===== src/rtl/modexp_pkg.sv =====
package modexp_pkg;

  // key register select codes used by the write port
  typedef enum logic [1:0] {
    KSEL_MOD  = 2'd0,
    KSEL_PUB  = 2'd1,
    KSEL_PRIV = 2'd2,
    KSEL_NONE = 2'd3
  } ksel_e;

  localparam int unsigned KEY_SLOTS = 3;

  typedef enum logic [2:0] {
    ST_IDLE,
    ST_SQR,
    ST_SQR_WAIT,
    ST_MUL,
    ST_MUL_WAIT,
    ST_NEXT,
    ST_FIN
  } state_e;

endpackage


===== src/rtl/modexp_keyregs.sv =====
module modexp_keyregs #(
  parameter int W = 16
) (
  input  logic         clk,
  input  logic         rst,
  input  logic         we,
  input  logic [1:0]   sel,
  input  logic [W-1:0] wdata,
  output logic [W-1:0] key_n,
  output logic [W-1:0] key_e,
  output logic [W-1:0] key_d
);
  import modexp_pkg::*;

  logic [W-1:0] slot [KEY_SLOTS];

  for (genvar g = 0; g < KEY_SLOTS; g++) begin : g_slot
    always_ff @(posedge clk) begin
      if (rst) begin
        slot[g] <= '0;
      end else if (we && (sel == 2'(g))) begin
        slot[g] <= wdata;
      end
    end
  end

  assign key_n = slot[KSEL_MOD];
  assign key_e = slot[KSEL_PUB];
  assign key_d = slot[KSEL_PRIV];

endmodule


===== src/rtl/modexp_modred.sv =====
module modexp_modred #(
  parameter int W = 16
) (
  input  logic           clk,
  input  logic           rst,
  input  logic           go,
  input  logic [2*W-1:0] dividend,
  input  logic [W-1:0]   modulus,
  output logic           done,
  output logic [W-1:0]   rem
);
  localparam int PW = 2 * W;
  localparam int CW = $clog2(PW + 1);

  logic [PW-1:0] sh_q;
  logic [W-1:0]  part_q;
  logic [CW-1:0] cnt_q;
  logic          run_q;
  logic [W:0]    trial;
  logic [W:0]    nxt;
  logic          ge;

  always_comb begin
    trial = {part_q, sh_q[PW-1]};
    ge    = trial >= {1'b0, modulus};
    nxt   = ge ? (trial - {1'b0, modulus}) : trial;
  end

  always_ff @(posedge clk) begin
    if (rst) begin
      sh_q   <= '0;
      part_q <= '0;
      cnt_q  <= '0;
      run_q  <= 1'b0;
      done   <= 1'b0;
    end else begin
      done <= 1'b0;
      if (go) begin
        sh_q   <= dividend;
        part_q <= '0;
        cnt_q  <= CW'(PW);
        run_q  <= 1'b1;
      end else if (run_q) begin
        sh_q   <= sh_q << 1;
        part_q <= nxt[W-1:0];
        cnt_q  <= cnt_q - CW'(1);
        if (cnt_q == CW'(1)) begin
          run_q <= 1'b0;
          done  <= 1'b1;
        end
      end
    end
  end

  assign rem = part_q;

endmodule


===== src/rtl/modexp_ctrl.sv =====
module modexp_ctrl #(
  parameter int W = 16
) (
  input  logic           clk,
  input  logic           rst,
  input  logic           start,
  input  logic           mode,
  input  logic [W-1:0]   din,
  input  logic [W-1:0]   key_n,
  input  logic [W-1:0]   key_e,
  input  logic [W-1:0]   key_d,
  output logic           red_go,
  output logic [2*W-1:0] red_prod,
  output logic [W-1:0]   red_mod,
  input  logic           red_done,
  input  logic [W-1:0]   red_rem,
  output logic [W-1:0]   result,
  output logic           done,
  output logic           invalid
);
  import modexp_pkg::*;

  localparam int PW = 2 * W;
  localparam int IW = (W > 1) ? $clog2(W) : 1;

  state_e        st_q;
  logic [W-1:0]  base_q;
  logic [W-1:0]  exp_q;
  logic [W-1:0]  mod_q;
  logic [W-1:0]  acc_q;
  logic [IW-1:0] idx_q;
  logic          inv_q;
  logic [PW-1:0] acc_ext;
  logic [PW-1:0] base_ext;

  assign acc_ext  = {{W{1'b0}}, acc_q};
  assign base_ext = {{W{1'b0}}, base_q};
  assign red_mod  = mod_q;

  always_ff @(posedge clk) begin
    if (rst) begin
      st_q     <= ST_IDLE;
      base_q   <= '0;
      exp_q    <= '0;
      mod_q    <= '0;
      acc_q    <= '0;
      idx_q    <= '0;
      inv_q    <= 1'b0;
      red_go   <= 1'b0;
      red_prod <= '0;
      result   <= '0;
      done     <= 1'b0;
      invalid  <= 1'b0;
    end else begin
      red_go <= 1'b0;
      done   <= 1'b0;
      unique case (st_q)
        ST_IDLE: begin
          if (start) begin
            base_q <= din;
            exp_q  <= mode ? key_d : key_e;
            mod_q  <= key_n;
            idx_q  <= IW'(W - 1);
            if (din >= key_n) begin
              inv_q <= 1'b1;
              acc_q <= '0;
              st_q  <= ST_FIN;
            end else begin
              inv_q <= 1'b0;
              acc_q <= (key_n == W'(1)) ? '0 : W'(1);
              st_q  <= ST_SQR;
            end
          end
        end
        ST_SQR: begin
          red_go   <= 1'b1;
          red_prod <= acc_ext * acc_ext;
          st_q     <= ST_SQR_WAIT;
        end
        ST_SQR_WAIT: begin
          if (red_done) begin
            acc_q <= red_rem;
            st_q  <= exp_q[idx_q] ? ST_MUL : ST_NEXT;
          end
        end
        ST_MUL: begin
          red_go   <= 1'b1;
          red_prod <= acc_ext * base_ext;
          st_q     <= ST_MUL_WAIT;
        end
        ST_MUL_WAIT: begin
          if (red_done) begin
            acc_q <= red_rem;
            st_q  <= ST_NEXT;
          end
        end
        ST_NEXT: begin
          if (idx_q == '0) begin
            st_q <= ST_FIN;
          end else begin
            idx_q <= idx_q - IW'(1);
            st_q  <= ST_SQR;
          end
        end
        ST_FIN: begin
          result  <= acc_q;
          invalid <= inv_q;
          done    <= 1'b1;
          st_q    <= ST_IDLE;
        end
        default: st_q <= ST_IDLE;
      endcase
    end
  end

endmodule


===== src/rtl/modexp_engine.sv =====
module modexp_engine #(
  parameter int W = 16
) (
  input  logic         clk,
  input  logic         rst,
  input  logic         key_we,
  input  logic [1:0]   key_sel,
  input  logic [W-1:0] key_data,
  input  logic         start,
  input  logic         mode,
  input  logic [W-1:0] din,
  output logic [W-1:0] result,
  output logic         done,
  output logic         invalid
);
  logic [W-1:0]   key_n;
  logic [W-1:0]   key_e;
  logic [W-1:0]   key_d;
  logic           red_go;
  logic [2*W-1:0] red_prod;
  logic [W-1:0]   red_mod;
  logic           red_done;
  logic [W-1:0]   red_rem;

  modexp_keyregs #(.W(W)) u_keys (
    .clk   (clk),
    .rst   (rst),
    .we    (key_we),
    .sel   (key_sel),
    .wdata (key_data),
    .key_n (key_n),
    .key_e (key_e),
    .key_d (key_d)
  );

  modexp_ctrl #(.W(W)) u_ctrl (
    .clk      (clk),
    .rst      (rst),
    .start    (start),
    .mode     (mode),
    .din      (din),
    .key_n    (key_n),
    .key_e    (key_e),
    .key_d    (key_d),
    .red_go   (red_go),
    .red_prod (red_prod),
    .red_mod  (red_mod),
    .red_done (red_done),
    .red_rem  (red_rem),
    .result   (result),
    .done     (done),
    .invalid  (invalid)
  );

  modexp_modred #(.W(W)) u_red (
    .clk      (clk),
    .rst      (rst),
    .go       (red_go),
    .dividend (red_prod),
    .modulus  (red_mod),
    .done     (red_done),
    .rem      (red_rem)
  );

endmodule


===== config.mk =====
export PLATFORM = sky130hd
export DESIGN_NAME = modexp_engine
export DESIGN_NICKNAME = d
export VERILOG_FILES = /design/src/rtl/modexp_pkg.sv /design/src/rtl/modexp_keyregs.sv /design/src/rtl/modexp_modred.sv /design/src/rtl/modexp_ctrl.sv /design/src/rtl/modexp_engine.sv
export SDC_FILE = /design/constraint.sdc
export NUM_CORES = 2
export LEC_CHECK = 0
export ABC_CLOCK_PERIOD_IN_PS = 10600
export BUFFER_PORTS_ARGS = -buffer_cell sky130_fd_sc_hd__buf_4
export CAP_MARGIN = 15
export CORE_ASPECT_RATIO = 1.2
export CORE_MARGIN = 10
export CORE_UTILIZATION = 50
export CTS_BUF_LIST = sky130_fd_sc_hd__clkbuf_8 sky130_fd_sc_hd__clkbuf_16
export CTS_CLUSTER_DIAMETER = 120
export CTS_CLUSTER_SIZE = 25
export DETAILED_ROUTE_END_ITERATION = 7
export PLACE_DENSITY = 0.68
export RECOVER_POWER = 50
export SYNTH_ARGS = -nofsm -noshare
export SYNTH_HDL_FRONTEND = slang
export SYNTH_SLANG_ARGS = --single-unit
export TNS_END_PERCENT = 100

===== constraint.sdc =====
create_clock -name clk -period 10.6 [get_ports clk]
set_input_delay 1.06 -clock clk [delete_from_list [all_inputs] [get_ports clk]]
set_output_delay 1.06 -clock clk [all_outputs]
set_load 0.03 [all_outputs]

==> summary.md <==
| Metric | Value |
|---|---|
| Status | complete, but fails checks |
| Failing checks | max-capacitance violations, max-slew violations |
| LEAKAGE | 13.5 nW |
| Maximum VDD drop | 0.125 mV |
| Multi-input gate area | 0.0186 mm2 |
| Gr usage total | 23.0% |
| Rows | 91 |
| GP Congestion | 0.920 |
| Post-DP HPWL | 54400 um |
| Final core utilization | 53.1% |
| H-tree levels | 1 |
| Hold Fails Final Rpt | 0 |
| Hold-fix buffers, CTS | 0 |
| Crit path largest cell delay | 540 ps |
| Ys async rst share | 0% |
| CTS clk-pin slew, worst paths | 100 ps |
| Synth Area in Compound Gates | 9.90% |
| Crit-path slowest cell | fa_1 |
| Count of cell types in the netlist | 71 |
| Pwr dens | 107 mW/mm2 |
| Antenna violations before repair | 3 |
| Clk sink count | 227 |
| XOR/XNOR Fraction of Synth Area | 2.44% |
| Drt pass-1 iters | 5 |
| Starting Density | 50.7% |
| Worst relative slew slack | -55.5% |
| Setup TNS | 0 ps |
| CP Capture Type | flop |
| Net Count, Synth | 3648 |
| Crit Path Category | flop to flop |
| Post-CTS setup buffer count | 0 |
| Initial drt markers | 1267 |
| Final Skew | 38.3 ps |
| Post-synth EDFFs | 48 |
| Max-cap violation count | 1 |
| Crit path buf inv count | 5 |
| Drc violations | 0 |
| Simple-gate portion of the synthesized area | 17.0% |
| Max FO, Critical Path | 31 |
| Pin count of the biggest net entering global routing | 84 |
| Nets | 3602 |
| WL final | 70800 um |
| Largest delay share family, worst path | adder cells |
| Die Area | 0.0620 mm2 |
| Fin crit share | 65.3% |
| I/O pin total | 57 |
| Adder-Cell Fraction of Synth Area | 38.8% |
| Worst Max-Slew Pin Slew | 2330 ps |
| Die height | 271 um |
| Die Wd | 229 um |
| Largest family of logic cells by synthesized area | adder cells |
| Sequential area share after synthesis | 19.2% |
| Clk Latency, worst-skew pair | 520 ps |
| Cells along the critical path | buf_4 -> inv_1 -> nor2_1 -> ha_1 -> xor2_1 -> fa_1 -> inv_1 -> fa_1 -> fa_1 -> fa_1 -> inv_1 -> fa_1 -> inv_1 -> ha_1 -> and3_1 -> and3_1 -> o31ai_1 -> nand3_1 -> o31ai_1 -> nor3_1 -> or3_1 -> xnor2_1 -> o22ai_1 |
| RSZ-0062 raised after global routing | false |
| # fillers | 4860 |
| Maximum clock path buffer count | 3 |
| Worst min-delay path class | flop to flop |
| WL/cell | 19.3 um |
| Avg Cell Area, Syn | 8.71 um2 |
| Synth Flop Type | dfxtp_1 |
| Layout cells sized above 1 | 3.91% |
| Yosys reg bits | 227 |
| CP Data Required Time | 10960 ps |
| Antenna Cells | 0 |
| IO buf count | 56 |
| CTS root buf | clkbuf_16 |
| Final ANT Viol Nets | 0 |
| Endpoints failing setup | 0 |
| Fmax | 0.145 GHz |
| CTS tree | done |
| Core area | 0.0517 mm2 |
| Most used cell, CP | fa_1 |
| Grt ovf | 0 |
| Critical path arrival | 7280 ps |
| Fraction of synthesized area in multiplexers | 2.84% |
| Vias | 20300 |
| Syn Inst Count | 3011 |
| Vias in the first global route | 21600 |
| Total CTS buffers | 13 |
| Yosys warns | 0 |
| Post-CTS resize count | 0 |
| Mapped Area | 0.0262 mm2 |
| Register area | 0.00503 mm2 |
| Max-slew violations | 58 |
| Final min period | 6920 ps |
| Avg Vias per Cell | 5.53 |
| First-pass GRT wire length | 115000 um |
| Area delta synth->final | 4.78% |
| Worst setup SP type | flop |
-- report_power, final --
part	switching, mW	internal (mW)	leakage, nW
logic	0.724	0.461	11.4
clock network	0.305	0.232	0.194
registers	0.204	1.01	1.93
-- per-layer routing --
metal | vias up | GRT usage [%] | wire [um]
li1 | 9410 | - | -
met1 | 10100 | 26.6 | 27200
met2 | 647 | 41.6 | 36000
met3 | 166 | 2.23 | 3430
met4 | 0 | 11.9 | 4140
met5 | - | 0 | 0
-- tightest hold or removal path: stages, from the launching register on --
cell	delay, ps
dfxtp_1	320
nand2_1	50
a21oi_1	50
-- cell usage in the layout (no fill, tap or decap), types with 6 or more instances in the layout --
cell and instances:
o21ai_0 56, edfxtp_1 48, clkbuf_16 13, inv_1 532
fa_1 357, nor4_1 8, a21o_1 32, and3_1 10
nor3_1 37, nand2b_1 16, dfxtp_1 177, a31oi_1 9
nand2_1 399, xor2_1 17, o211ai_1 9, clkbuf_1 24
a211oi_1 42, nor2b_1 10, a22oi_1 6, a21oi_1 191
o21bai_1 10, nor2_1 176, o31ai_1 6, mux2i_1 62
nand3_1 29, ha_1 241, and2_1 181, or2_2 6
buf_4 65, and2_0 23, nand4_1 19, xnor2_1 56
o21a_1 13
-- state kept, by name, summed over array words and instances (netlist names) --
register / cells
u_keys.slot: 48
u_ctrl.red_prod: 32
u_red.sh_q: 32
u_ctrl.acc_q: 16
u_ctrl.base_q: 16
u_ctrl.exp_q: 16
u_ctrl.red_mod: 16
u_ctrl.result: 16
u_red.rem: 16
u_red.cnt_q: 6
u_ctrl.idx_q: 4
u_ctrl.st_q: 3
u_ctrl.done: 1
u_ctrl.inv_q: 1
u_ctrl.invalid: 1
u_ctrl.red_go: 1
u_red.done: 1
u_red.run_q: 1
-- area by class of cell --
| type | count | area share (%) |
|---|---|---|
| multi-input combinational | 2102 | 67.7 |
| sequential | 227 | 18.3 |
| inverter | 531 | 7.26 |
| tap | 697 | 3.18 |
| timing repair buffer | 90 | 2.16 |
| clock buffer | 13 | 1.18 |
| clock inverter | 6 | 0.173 |
-- metrics by stage --
| step | hold slack [ps] | cell area, um2 | worst slack [ps] | std cells | total power, mW |
|---|---|---|---|---|---|
| after floorplan | 432 | 26200 | 4390 | 3011 | 2.08 |
| after global placement | 443 | 27200 | 3840 | 3645 | 2.37 |
| after detailed placement | 450 | 27200 | 3770 | 3645 | 2.40 |
| after CTS | 465 | 27500 | 3730 | 3664 | 2.94 |
| after global routing | 483 | 27500 | 3310 | 3666 | 3.11 |
| final | 460 | 27500 | 3680 | 3666 | 2.94 |
-- synth_stat cells, types with 3 or more instances --
master	instances	area, um2
o21bai_1	10	75.1
mux2i_1	62	621
buf_1	16	60.1
o211ai_1	9	67.6
nand3_1	29	145
nor4_1	8	50.1
nand2_1	399	1500
a22oi_1	6	45.0
xor2_1	17	149
nor4b_1	4	35.0
or2_2	6	37.5
a31o_2	6	52.6
o31a_1	3	26.3
or3_1	5	31.3
inv_1	529	1990
fa_1	357	7150
xnor2_1	56	490
a21oi_1	191	956
a211oi_1	42	315
edfxtp_1	48	1440
o22ai_1	4	25.0
and2_1	204	1280
nor2b_1	11	68.8
o31ai_1	6	45.0
and3_1	10	62.6
ha_1	241	3020
mux4_2	5	113
nand4_1	19	119
nor3b_1	5	37.5
a21o_1	32	240
dfxtp_1	179	3580
a31oi_1	9	56.3
nor3_2	3	30.0
nor3_1	37	185
nand2b_1	16	100
nor2_1	176	661
a211o_1	3	26.3
clkbuf_1	133	499
nand3b_1	3	22.5
o21a_1	13	97.6
a311oi_1	3	26.3
or4b_2	3	30.0
o21ai_0	56	280
-- cell families (layout without fill, tap and decap cells) --
kind of cell               Yosys count  count (layout)
and+or+nand+nor                    946             946
buffers and inverters              682             640
adders and majority gates          598             598
AOI/OAI and AO/OA                  417             417
DFF                                227             227
xor gates and xnor gates            73              73
muxes                               68              68
-- path summary, 6_finish.rpt --
check,cells past startpoint,endpoint,slack [ps],start
worst max-delay path,23,u_ctrl.red_prod[29]$_SDFFE_PP0P_,3680,u_ctrl.acc_q[3]$_SDFFE_PP0P_
worst min-delay path,2,u_ctrl.result[4]$_SDFFE_PP0P_,460,u_ctrl.result[4]$_SDFFE_PP0P_
worst max register to register,23,u_ctrl.red_prod[29]$_SDFFE_PP0P_,3680,u_ctrl.acc_q[3]$_SDFFE_PP0P_
worst min register to register,2,u_ctrl.result[4]$_SDFFE_PP0P_,460,u_ctrl.result[4]$_SDFFE_PP0P_
Note: power is estimated with default switching activity, not from simulation.
